===== src/rtl/can_mode_pkg.sv =====
package can_mode_pkg;

  // Default lengths of the recessive run and the bus-off run count
  localparam int unsigned RUN_LEN_DEF = 11;
  localparam int unsigned BO_RUNS_DEF = 128;

  // One host write of the request bits
  typedef struct packed {
    logic sleep;
    logic init;
  } ctl_req_t;

endpackage


===== src/rtl/can_init_ctl.sv =====
module can_init_ctl (
  input  logic clk,
  input  logic rst_n,
  input  logic wr,
  input  logic wr_init,
  output logic init_rq,
  output logic init_ak,
  output logic soft_rst,
  output logic exit_stb
);

  logic init_rq_n;
  logic init_ak_n;

  always_comb begin
    init_rq_n = init_rq;
    if (wr) begin
      if (wr_init) begin
        init_rq_n = 1'b1;
      end else if (init_ak) begin
        init_rq_n = 1'b0;
      end
    end
    // The acknowledge follows the request one clock later in both directions
    init_ak_n = init_rq;
  end

  always_ff @(posedge clk or negedge rst_n) begin
    if (!rst_n) begin
      init_rq <= 1'b0;
      init_ak <= 1'b0;
    end else begin
      init_rq <= init_rq_n;
      init_ak <= init_ak_n;
    end
  end

  assign soft_rst = init_rq & ~init_ak;
  assign exit_stb = ~init_rq & init_ak;

  AST_INIT_ACK_RISES: assert property (@(posedge clk) disable iff (!rst_n)
    (init_rq && !init_ak) |=> init_ak);
  AST_INIT_HELD: assert property (@(posedge clk) disable iff (!rst_n)
    (init_rq && !init_ak) |=> init_rq);

endmodule


===== src/rtl/can_sleep_ctl.sv =====
module can_sleep_ctl (
  input  logic clk,
  input  logic rst_n,
  input  logic wr,
  input  logic wr_sleep,
  input  logic grant_ok,
  input  logic wake_en,
  input  logic dom_seen,
  input  logic wup_clr,
  input  logic soft_rst,
  input  logic in_init,
  output logic sleep_rq,
  output logic sleep_ak,
  output logic wup_f
);

  logic sleep_rq_n;
  logic sleep_ak_n;
  logic wup_n;
  logic wake;

  assign wake = sleep_ak & wake_en & dom_seen & ~in_init;

  always_comb begin
    sleep_rq_n = sleep_rq;
    if (wr) begin
      if (wr_sleep) begin
        if (!wup_f) sleep_rq_n = 1'b1;
      end else if (sleep_ak) begin
        sleep_rq_n = 1'b0;
      end
    end

    sleep_ak_n = sleep_ak;
    if (!sleep_rq) begin
      sleep_ak_n = 1'b0;
    end else if (grant_ok) begin
      sleep_ak_n = 1'b1;
    end

    wup_n = wup_f;
    if (soft_rst) begin
      wup_n = 1'b0;
    end else if (wake) begin
      wup_n = 1'b1;
    end else if (wup_clr) begin
      wup_n = 1'b0;
    end

    if (wake) begin
      sleep_rq_n = 1'b0;
      sleep_ak_n = 1'b0;
    end
  end

  always_ff @(posedge clk or negedge rst_n) begin
    if (!rst_n) begin
      sleep_rq <= 1'b0;
      sleep_ak <= 1'b0;
      wup_f    <= 1'b0;
    end else begin
      sleep_rq <= sleep_rq_n;
      sleep_ak <= sleep_ak_n;
      wup_f    <= wup_n;
    end
  end

  AST_WUP_BLOCKS_SLEEP: assert property (@(posedge clk) disable iff (!rst_n)
    (wup_f && !sleep_rq) |=> !sleep_rq);
  AST_SLEEP_ACK_NEEDS_REQ: assert property (@(posedge clk) disable iff (!rst_n)
    $rose(sleep_ak) |-> sleep_rq);

endmodule


===== src/rtl/can_resync.sv =====
module can_resync #(
  parameter int unsigned RUN_LEN = 11,
  parameter int unsigned BO_RUNS = 128
) (
  input  logic clk,
  input  logic rst_n,
  input  logic start,
  input  logic abort,
  input  logic bus_off,
  input  logic bit_stb,
  input  logic rx_bit,
  output logic busy
);

  localparam int unsigned RUN_W = (RUN_LEN > 2) ? $clog2(RUN_LEN) : 1;
  localparam int unsigned OCC_W = (BO_RUNS > 2) ? $clog2(BO_RUNS) : 1;
  localparam logic [RUN_W-1:0] RUN_LAST = RUN_W'(RUN_LEN - 1);
  localparam logic [OCC_W-1:0] OCC_LAST = OCC_W'(BO_RUNS - 1);
  localparam logic [RUN_W-1:0] RUN_ONE  = RUN_W'(1);
  localparam logic [OCC_W-1:0] OCC_ONE  = OCC_W'(1);

  logic             busy_n;
  logic             bo_lat, bo_lat_n;
  logic [RUN_W-1:0] run_cnt, run_cnt_n;
  logic [OCC_W-1:0] occ_cnt, occ_cnt_n;

  always_comb begin
    busy_n    = busy;
    bo_lat_n  = bo_lat;
    run_cnt_n = run_cnt;
    occ_cnt_n = occ_cnt;
    if (abort) begin
      busy_n    = 1'b0;
      run_cnt_n = '0;
      occ_cnt_n = '0;
    end else if (start) begin
      busy_n    = 1'b1;
      bo_lat_n  = bus_off;
      run_cnt_n = '0;
      occ_cnt_n = '0;
    end else if (busy && bit_stb) begin
      if (!rx_bit) begin
        run_cnt_n = '0;
      end else if (run_cnt == RUN_LAST) begin
        run_cnt_n = '0;
        if (!bo_lat || occ_cnt == OCC_LAST) begin
          busy_n    = 1'b0;
          occ_cnt_n = '0;
        end else begin
          occ_cnt_n = occ_cnt + OCC_ONE;
        end
      end else begin
        run_cnt_n = run_cnt + RUN_ONE;
      end
    end
  end

  always_ff @(posedge clk or negedge rst_n) begin
    if (!rst_n) begin
      busy    <= 1'b0;
      bo_lat  <= 1'b0;
      run_cnt <= '0;
      occ_cnt <= '0;
    end else begin
      busy    <= busy_n;
      bo_lat  <= bo_lat_n;
      run_cnt <= run_cnt_n;
      occ_cnt <= occ_cnt_n;
    end
  end

  AST_RUN_BOUND: assert property (@(posedge clk) disable iff (!rst_n)
    run_cnt <= RUN_LAST);
  AST_OCC_BOUND: assert property (@(posedge clk) disable iff (!rst_n)
    occ_cnt <= OCC_LAST);
  AST_DOMINANT_RESTARTS: assert property (@(posedge clk) disable iff (!rst_n)
    (busy && bit_stb && !rx_bit && !abort && !start) |=> (run_cnt == '0));

endmodule


===== src/rtl/can_mode_seq.sv =====
module can_mode_seq
  import can_mode_pkg::*;
#(
  parameter int unsigned RUN_LEN = RUN_LEN_DEF,
  parameter int unsigned BO_RUNS = BO_RUNS_DEF
) (
  input  logic clk,
  input  logic rst_n,
  input  logic ctl_wr,
  input  logic ctl_sleep_d,
  input  logic ctl_init_d,
  input  logic wake_en,
  input  logic wup_clr,
  input  logic rx_bit,
  input  logic bit_stb,
  input  logic bus_rx_busy,
  input  logic tx_bufs_empty,
  input  logic bus_off,
  input  logic cpu_stop,
  input  logic cpu_wait,
  input  logic stop_in_wait,
  input  logic cfg_wr_req,
  output logic sleep_req,
  output logic sleep_ack,
  output logic init_req,
  output logic init_ack,
  output logic wup_flag,
  output logic tx_force_rec,
  output logic pe_abort,
  output logic pe_enable,
  output logic soft_rst,
  output logic cfg_wr_open,
  output logic cfg_wr_en
);

  ctl_req_t wr_req;
  logic     exit_stb;
  logic     resync_busy;
  logic     online;
  logic     bus_idle;
  logic     grant_ok;
  logic     dom_seen;
  logic     cpu_halt;

  assign wr_req.sleep = ctl_sleep_d;
  assign wr_req.init  = ctl_init_d;

  can_init_ctl u_init (
    .clk      (clk),
    .rst_n    (rst_n),
    .wr       (ctl_wr),
    .wr_init  (wr_req.init),
    .init_rq  (init_req),
    .init_ak  (init_ack),
    .soft_rst (soft_rst),
    .exit_stb (exit_stb)
  );

  can_resync #(
    .RUN_LEN (RUN_LEN),
    .BO_RUNS (BO_RUNS)
  ) u_resync (
    .clk     (clk),
    .rst_n   (rst_n),
    .start   (exit_stb),
    .abort   (init_req),
    .bus_off (bus_off),
    .bit_stb (bit_stb),
    .rx_bit  (rx_bit),
    .busy    (resync_busy)
  );

  assign online   = ~init_ack & ~resync_busy;
  assign bus_idle = ~bus_rx_busy & tx_bufs_empty;
  assign grant_ok = bus_idle & online & ~init_req;
  assign dom_seen = bit_stb & ~rx_bit;

  can_sleep_ctl u_sleep (
    .clk      (clk),
    .rst_n    (rst_n),
    .wr       (ctl_wr),
    .wr_sleep (wr_req.sleep),
    .grant_ok (grant_ok),
    .wake_en  (wake_en),
    .dom_seen (dom_seen),
    .wup_clr  (wup_clr),
    .soft_rst (soft_rst),
    .in_init  (init_ack),
    .sleep_rq (sleep_req),
    .sleep_ak (sleep_ack),
    .wup_f    (wup_flag)
  );

  assign cpu_halt     = cpu_stop | (cpu_wait & stop_in_wait);
  assign tx_force_rec = init_req | ~online | sleep_ack | cpu_halt;
  assign pe_abort     = init_req;
  assign pe_enable    = online & ~sleep_ack & ~init_req;
  assign cfg_wr_open  = init_req & init_ack;
  assign cfg_wr_en    = cfg_wr_req & cfg_wr_open;

  AST_INIT_FORCES_TX: assert property (@(posedge clk) disable iff (!rst_n)
    init_req |-> (tx_force_rec && pe_abort));
  AST_CFG_GATED: assert property (@(posedge clk) disable iff (!rst_n)
    cfg_wr_en |-> (init_ack && init_req));
  AST_SLEEP_ON_IDLE: assert property (@(posedge clk) disable iff (!rst_n)
    $rose(sleep_ack) |-> $past(!bus_rx_busy && tx_bufs_empty && !init_req));
  AST_RESYNC_AFTER_EXIT: assert property (@(posedge clk) disable iff (!rst_n)
    (!init_req && init_ack) |=> (!init_ack && resync_busy));

endmodule


===== config.mk =====
export PLATFORM = sky130hd
export DESIGN_NAME = can_mode_seq
export DESIGN_NICKNAME = d
export VERILOG_FILES = /design/src/rtl/can_mode_pkg.sv /design/src/rtl/can_init_ctl.sv /design/src/rtl/can_sleep_ctl.sv /design/src/rtl/can_resync.sv /design/src/rtl/can_mode_seq.sv
export SDC_FILE = /design/constraint.sdc
export NUM_CORES = 1
export LEC_CHECK = 0
export ABC_AREA = 0
export BUFFER_PORTS_ARGS = -buffer_cell sky130_fd_sc_hd__buf_2
export CAP_MARGIN = 40
export CORE_MARGIN = 2
export CORE_UTILIZATION = 46
export DETAILED_ROUTE_END_ITERATION = 10
export GPL_TIMING_DRIVEN = 0
export PLACE_DENSITY = 0.74
export SLEW_MARGIN = 20
export SYNTH_ARGS = -nofsm -noshare
export SYNTH_HDL_FRONTEND = slang
export SYNTH_SLANG_ARGS = --single-unit

===== constraint.sdc =====
create_clock -name clk -period 1.9 [get_ports clk]
set_input_delay 0.095 -clock clk [delete_from_list [all_inputs] [get_ports clk]]
set_output_delay 0.095 -clock clk [all_outputs]
set_load 0.05 [all_outputs]

* Word level (Yosys, flattened, before mapping) *
Index checks and enable logic that the tools add are counted.

word-level totals
  register bits after elaboration = 18
  logic and storage cells = 87

cells by class
  add/sub/neg operators = 2
  eq/ne operators = 4
  muxes and demuxes = 30
  bitwise logic cells = 26
  reductions and logical operators = 16

operators by type and width
  kind                   number
  $mux W7                6
  $mux W4                5
  $mux W1                19
  $reduce_bool A3 Y1     6
  $and A1 B1 Y1          15
  $add A7 B1 Y7 const B  1
  $eq A7 B7 Y1 const B   1
  $not A1 Y1             7
  $ne A3 B3 Y1 const B   2
  $reduce_and A3 Y1      2
  $add A4 B1 Y4 const B  1
  $eq A4 B4 Y1 const B   1
  $or A1 B1 Y1           4
  $reduce_and A2 Y1      2
  $reduce_and A4 Y1      1
  $reduce_bool A2 Y1     2
  $logic_and A1 B1 Y1    1
  $logic_not A1 Y1       1
  $logic_or A1 B1 Y1     1

* Depth between registers and ports, before layout *
  depth in word-level cells = 8
  depth in mapped cells = 7

* Modules after synthesis *
From an unflattened synthesis, not the netlist that was laid out.

unflattened totals
  cells, all modules = 100
  area total of the unflattened synthesis = 1,001.0 um^2

modules (own cells, without submodules)
  module         instances  cells each  area each (um^2)  sequential area each (um^2)
  can_resync     1          71          724.4             325.3
  can_sleep_ctl  1          14          136.4             75.1
  can_init_ctl   1          6           77.6              50.0
  can_mode_seq   1          9           62.6              0.0

* Least setup slack after synthesis *
Ideal clock, no wire load.

  kind = register to output
  start = reg u_init.init_rq
  end = out tx_force_rec
  arrival time = 3.041 ns
  setup slack = -1.236 ns
  stages on the path, launching flop included = 6
  buffers on the path = 2
  cell sequence = dfrtp_1 -> clkbuf_1 -> or2_2 -> clkbuf_1 -> nor3_1 -> nand2_1

on the way
  longest elaborated chain between the ends = 3

RTL lines
  item                        RTL line            source
  from (decl)                 can_init_ctl.sv:6   output logic init_rq,
  from (signal assigned)      can_init_ctl.sv:33  init_rq <= init_rq_n;
  $or A1 B1 Y1 (3 in series)  can_mode_seq.sv:95  assign tx_force_rec = init_req | ~online | sleep_ack | cpu_halt;
  to (decl)                   can_mode_seq.sv:28  output logic tx_force_rec,

No other way between the ends.

* Worst setup path after layout *
Ends and elaborated chain as after synthesis.

==> impl_results.md <==
- Status: completed
- Io pins: 27
- Seq/Total Area, Yosys: 0.4523
- Initial antenna violation count: 0
- Post-synthesis compound-gate area fraction: 0.1759
- Mapped Nets: 131
- Clock skew: 0.01162 ns
- Largest family of logic cells by synthesized area: simple AND/OR/NAND/NOR gates
- Drt first-iter violations: 9
- Die area: 2553 sq um
- Worst-path clk slew: 0.11 ns
- Post-Route WL: 2.146 mm
- Via count: 923
- Max stage delay on crit path: 0.44 ns
- Seq cells post-synth: 18
- First-pass GRT wire length: 3.870 mm
- Setup TNS: 0 ns
- Nature of the critical path endpoint: primary output
- Total gr overflow: 0
- Pre-CTS WS: 0.06051 ns
- Core ar.: 2002 sq um
- Mapped Area: 996.0 sq um
- Worst Path Buf+Inv: 3
- Area delta synth->final: 27.01%
- Mapped Cells: 112
- CTS sink cnt: 18
- Worst setup margin: 0.08073 ns
- CP max-delay cell: dfrtp_2
- TritonCTS clock tree: yes
- Bufs on Longest Clock Path: 2
- Critical path's top delay family: buffers and inverters
- Drt first pass iters: 4
- Largest net degree at the start of global routing: 19
- Top cells by area, synth: dfrtp_1, nand2_1, a21oi_1
- Highest-count cells in the layout ignoring fill and taps: buf_2, dfrtp_1, nand2_1, a21oi_1
- Slew @ Worst Pin: 0.6529 ns
- Final Hold Viols: 0
- Max IR drop VDD: 0.0008460 V
- Post-layout util: 0.6319
- Synth Warn #: 0
- Final setup vio count: 0
- Post-synthesis adder-cell area fraction: 0.03769
- Cells along the critical path: clkbuf_8 -> or2_4 -> clkbuf_8 -> nor3_4 -> nand2_4 -> buf_4
- DRC viols: 0
- Remaining antenna violation count: 0
- Unique masters post-synth: 32
- Avg Inst Size Synth: 8.892 sq um
- WL/cell: 12.55 um
- H-tree depth: 1
- Synth Area in XOR/XNOR: 0
- Vias in the first global route: 890
- Relative slew margins: 0.5621
- Nets@finish: 164
- CTS Buf Count: 3
- Arrival @ worst endpoint: 1.72 ns
- CP dominant cell by count: clkbuf_8
- Commonest non-fill, non-tap cell in the layout: buf_2
- Mux contribution to synthesized area: 0
- Via density per instance: 5.398
- Final slew viol count: 0
- Port buffer count: 26
- Power Density: 891.2 nW/um^2
- Row count: 16
- Worst Path Max Fanout: 10
- Root Driver: clkbuf_4
- Synth top area share: 0.4523
- GPL Wtd Cong: 0.8245
- Final period util: 0.9575
- DP Wirelength: 1.600 mm
- Critical path startpoint category: flop
- WS Path Type: flop to primary output
- Hold Crit Class: primary input to flop
- Die height: 50.53 um
- Starting density of the core: 0.4975
- Simple-gate share of the synthesized area: 0.2814
- Worst-Skew Late Latency: 0.30 ns
- Worst path required time: 1.80 ns
- MaxCap Viol Count: 0
- Gr usage total: 0.1999
- Leak Pwr: 0.6086 nW
- Min cycle time layout: 1.819 ns
- Fmax: 0.5497 GHz
- Diode count: 0
- Area leader, netlist: dfrtp_1
- Die width: 50.53 um
- Layout cell share with drive strength beyond 1: 0.2847
[flip-flops by register name (all words and copies together), names as in the netlist]
| name | cells |
|---|---|
| u_init.init_rq | 1 |
| u_resync.busy | 1 |
| u_sleep.sleep_rq | 1 |
| u_resync.occ_cnt | 7 |
| u_init.init_ak | 1 |
| u_resync.bo_lat | 1 |
| u_sleep.wup_f | 1 |
| u_resync.run_cnt | 4 |
| u_sleep.sleep_ak | 1 |
[cell type report]
| type | instances | area [sq um] |
|---|---|---|
| Multi-Input combinational cell | 83 | 514.2 |
| Sequential cell | 18 | 451.7 |
| Inverter | 5 | 18.77 |
| Fill cell | 180 | 737.0 |
| Clock buffer | 4 | 36.28 |
| Tap cell | 27 | 33.78 |
| Timing Repair Buffer | 28 | 156.4 |
| Buffer | 6 | 53.80 |
[stage by stage]
stage / instances / area, sq um / hold WS [ns] / power [mW]
final: 171 / 1265 / 0.01907 / 1.127
after global routing: 171 / 1265 / 0.02499 / 1.192
after CTS: 170 / 1251 / 0.01893 / 1.131
after detailed placement: 165 / 1202 / 0.05211 / 0.8848
after global placement: 165 / 1202 / 0.05669 / 0.8761
after floorplan: 112 / 1039 / -0.2006 / 0.7785
[Yosys cell counts, drive strengths merged]
library cell	instances
dfrtp	18
nand2	15
nand4b	2
nand3	8
nor2	6
o31ai	2
nor4b	2
nor3	3
nand3b	2
a22o	1
o21ai	8
or3	2
a21oi	10
clkbuf	4
o21bai	1
o21a	2
inv	5
or2	2
nand4	2
a31oi	2
a21o	1
nor2b	2
ha	3
and3	1
or4	2
and2	2
o221a	1
buf	2
a211oi	1
[timing repair]
item,in CTS,in global routing
hold buffers,1,0
endpoints found under the hold margin,18,0
buffers inserted,0,1
endpoints found under the setup margin,1,3
resized for setup,1,3
pin swaps,0,1
[power by group]
group | switching [mW] | internal (mW)
registers | 0.0449 | 0.420
clock network | 0.126 | 0.117
logic | 0.287 | 0.133
total | 0.458 | 0.670
[per-layer routing]
metal	GRT usage	vias up	wire length, um
met4	0.06757	0	25
met1	0.2621	429	1015
met5	0	-	0
li1	-	466	-
met3	0.03571	4	94
met2	0.3333	24	1009
[logic make-up after synthesis]
| family | count (synthesis) |
|---|---|
| and+or+nand+nor | 51 |
| AOI/OAI and AO/OA | 29 |
| DFF | 18 |
| buffers and inverters | 11 |
| adders and majority gates | 3 |
[worst paths after layout]
| path | start | endpoint | slack (ns) | depth (start not counted) |
|---|---|---|---|---|
| setup / recovery | u_init.init_rq | tx_force_rec | 0.08 | 6 |
| hold / removal | ctl_init_d | u_init.init_rq | 0.02 | 2 |
| setup reg to reg | u_resync.run_cnt[0] | u_resync.occ_cnt[4] | 0.11 | 7 |
| hold reg to reg | u_init.init_rq | u_init.init_ak | 0.44 | 0 |
| max in group asynchronous | rst_n | u_init.init_rq | 1.36 | 2 |
| min in group asynchronous | rst_n | u_resync.occ_cnt[3] | 0.24 | 2 |
[worst reg2reg max path, delay by kind of cell, from the launching register on]
| kind | cells | cell delay, ns |
|---|---|---|
| compound gates | 1 | 0.15 |
| fa+ha+maj | 1 | 0.19 |
| buf+inv | 2 | 0.20 |
| flops | 1 | 0.40 |
| simple gates | 3 | 0.81 |
No activity file was read; power rests on OpenSTA's default activity.
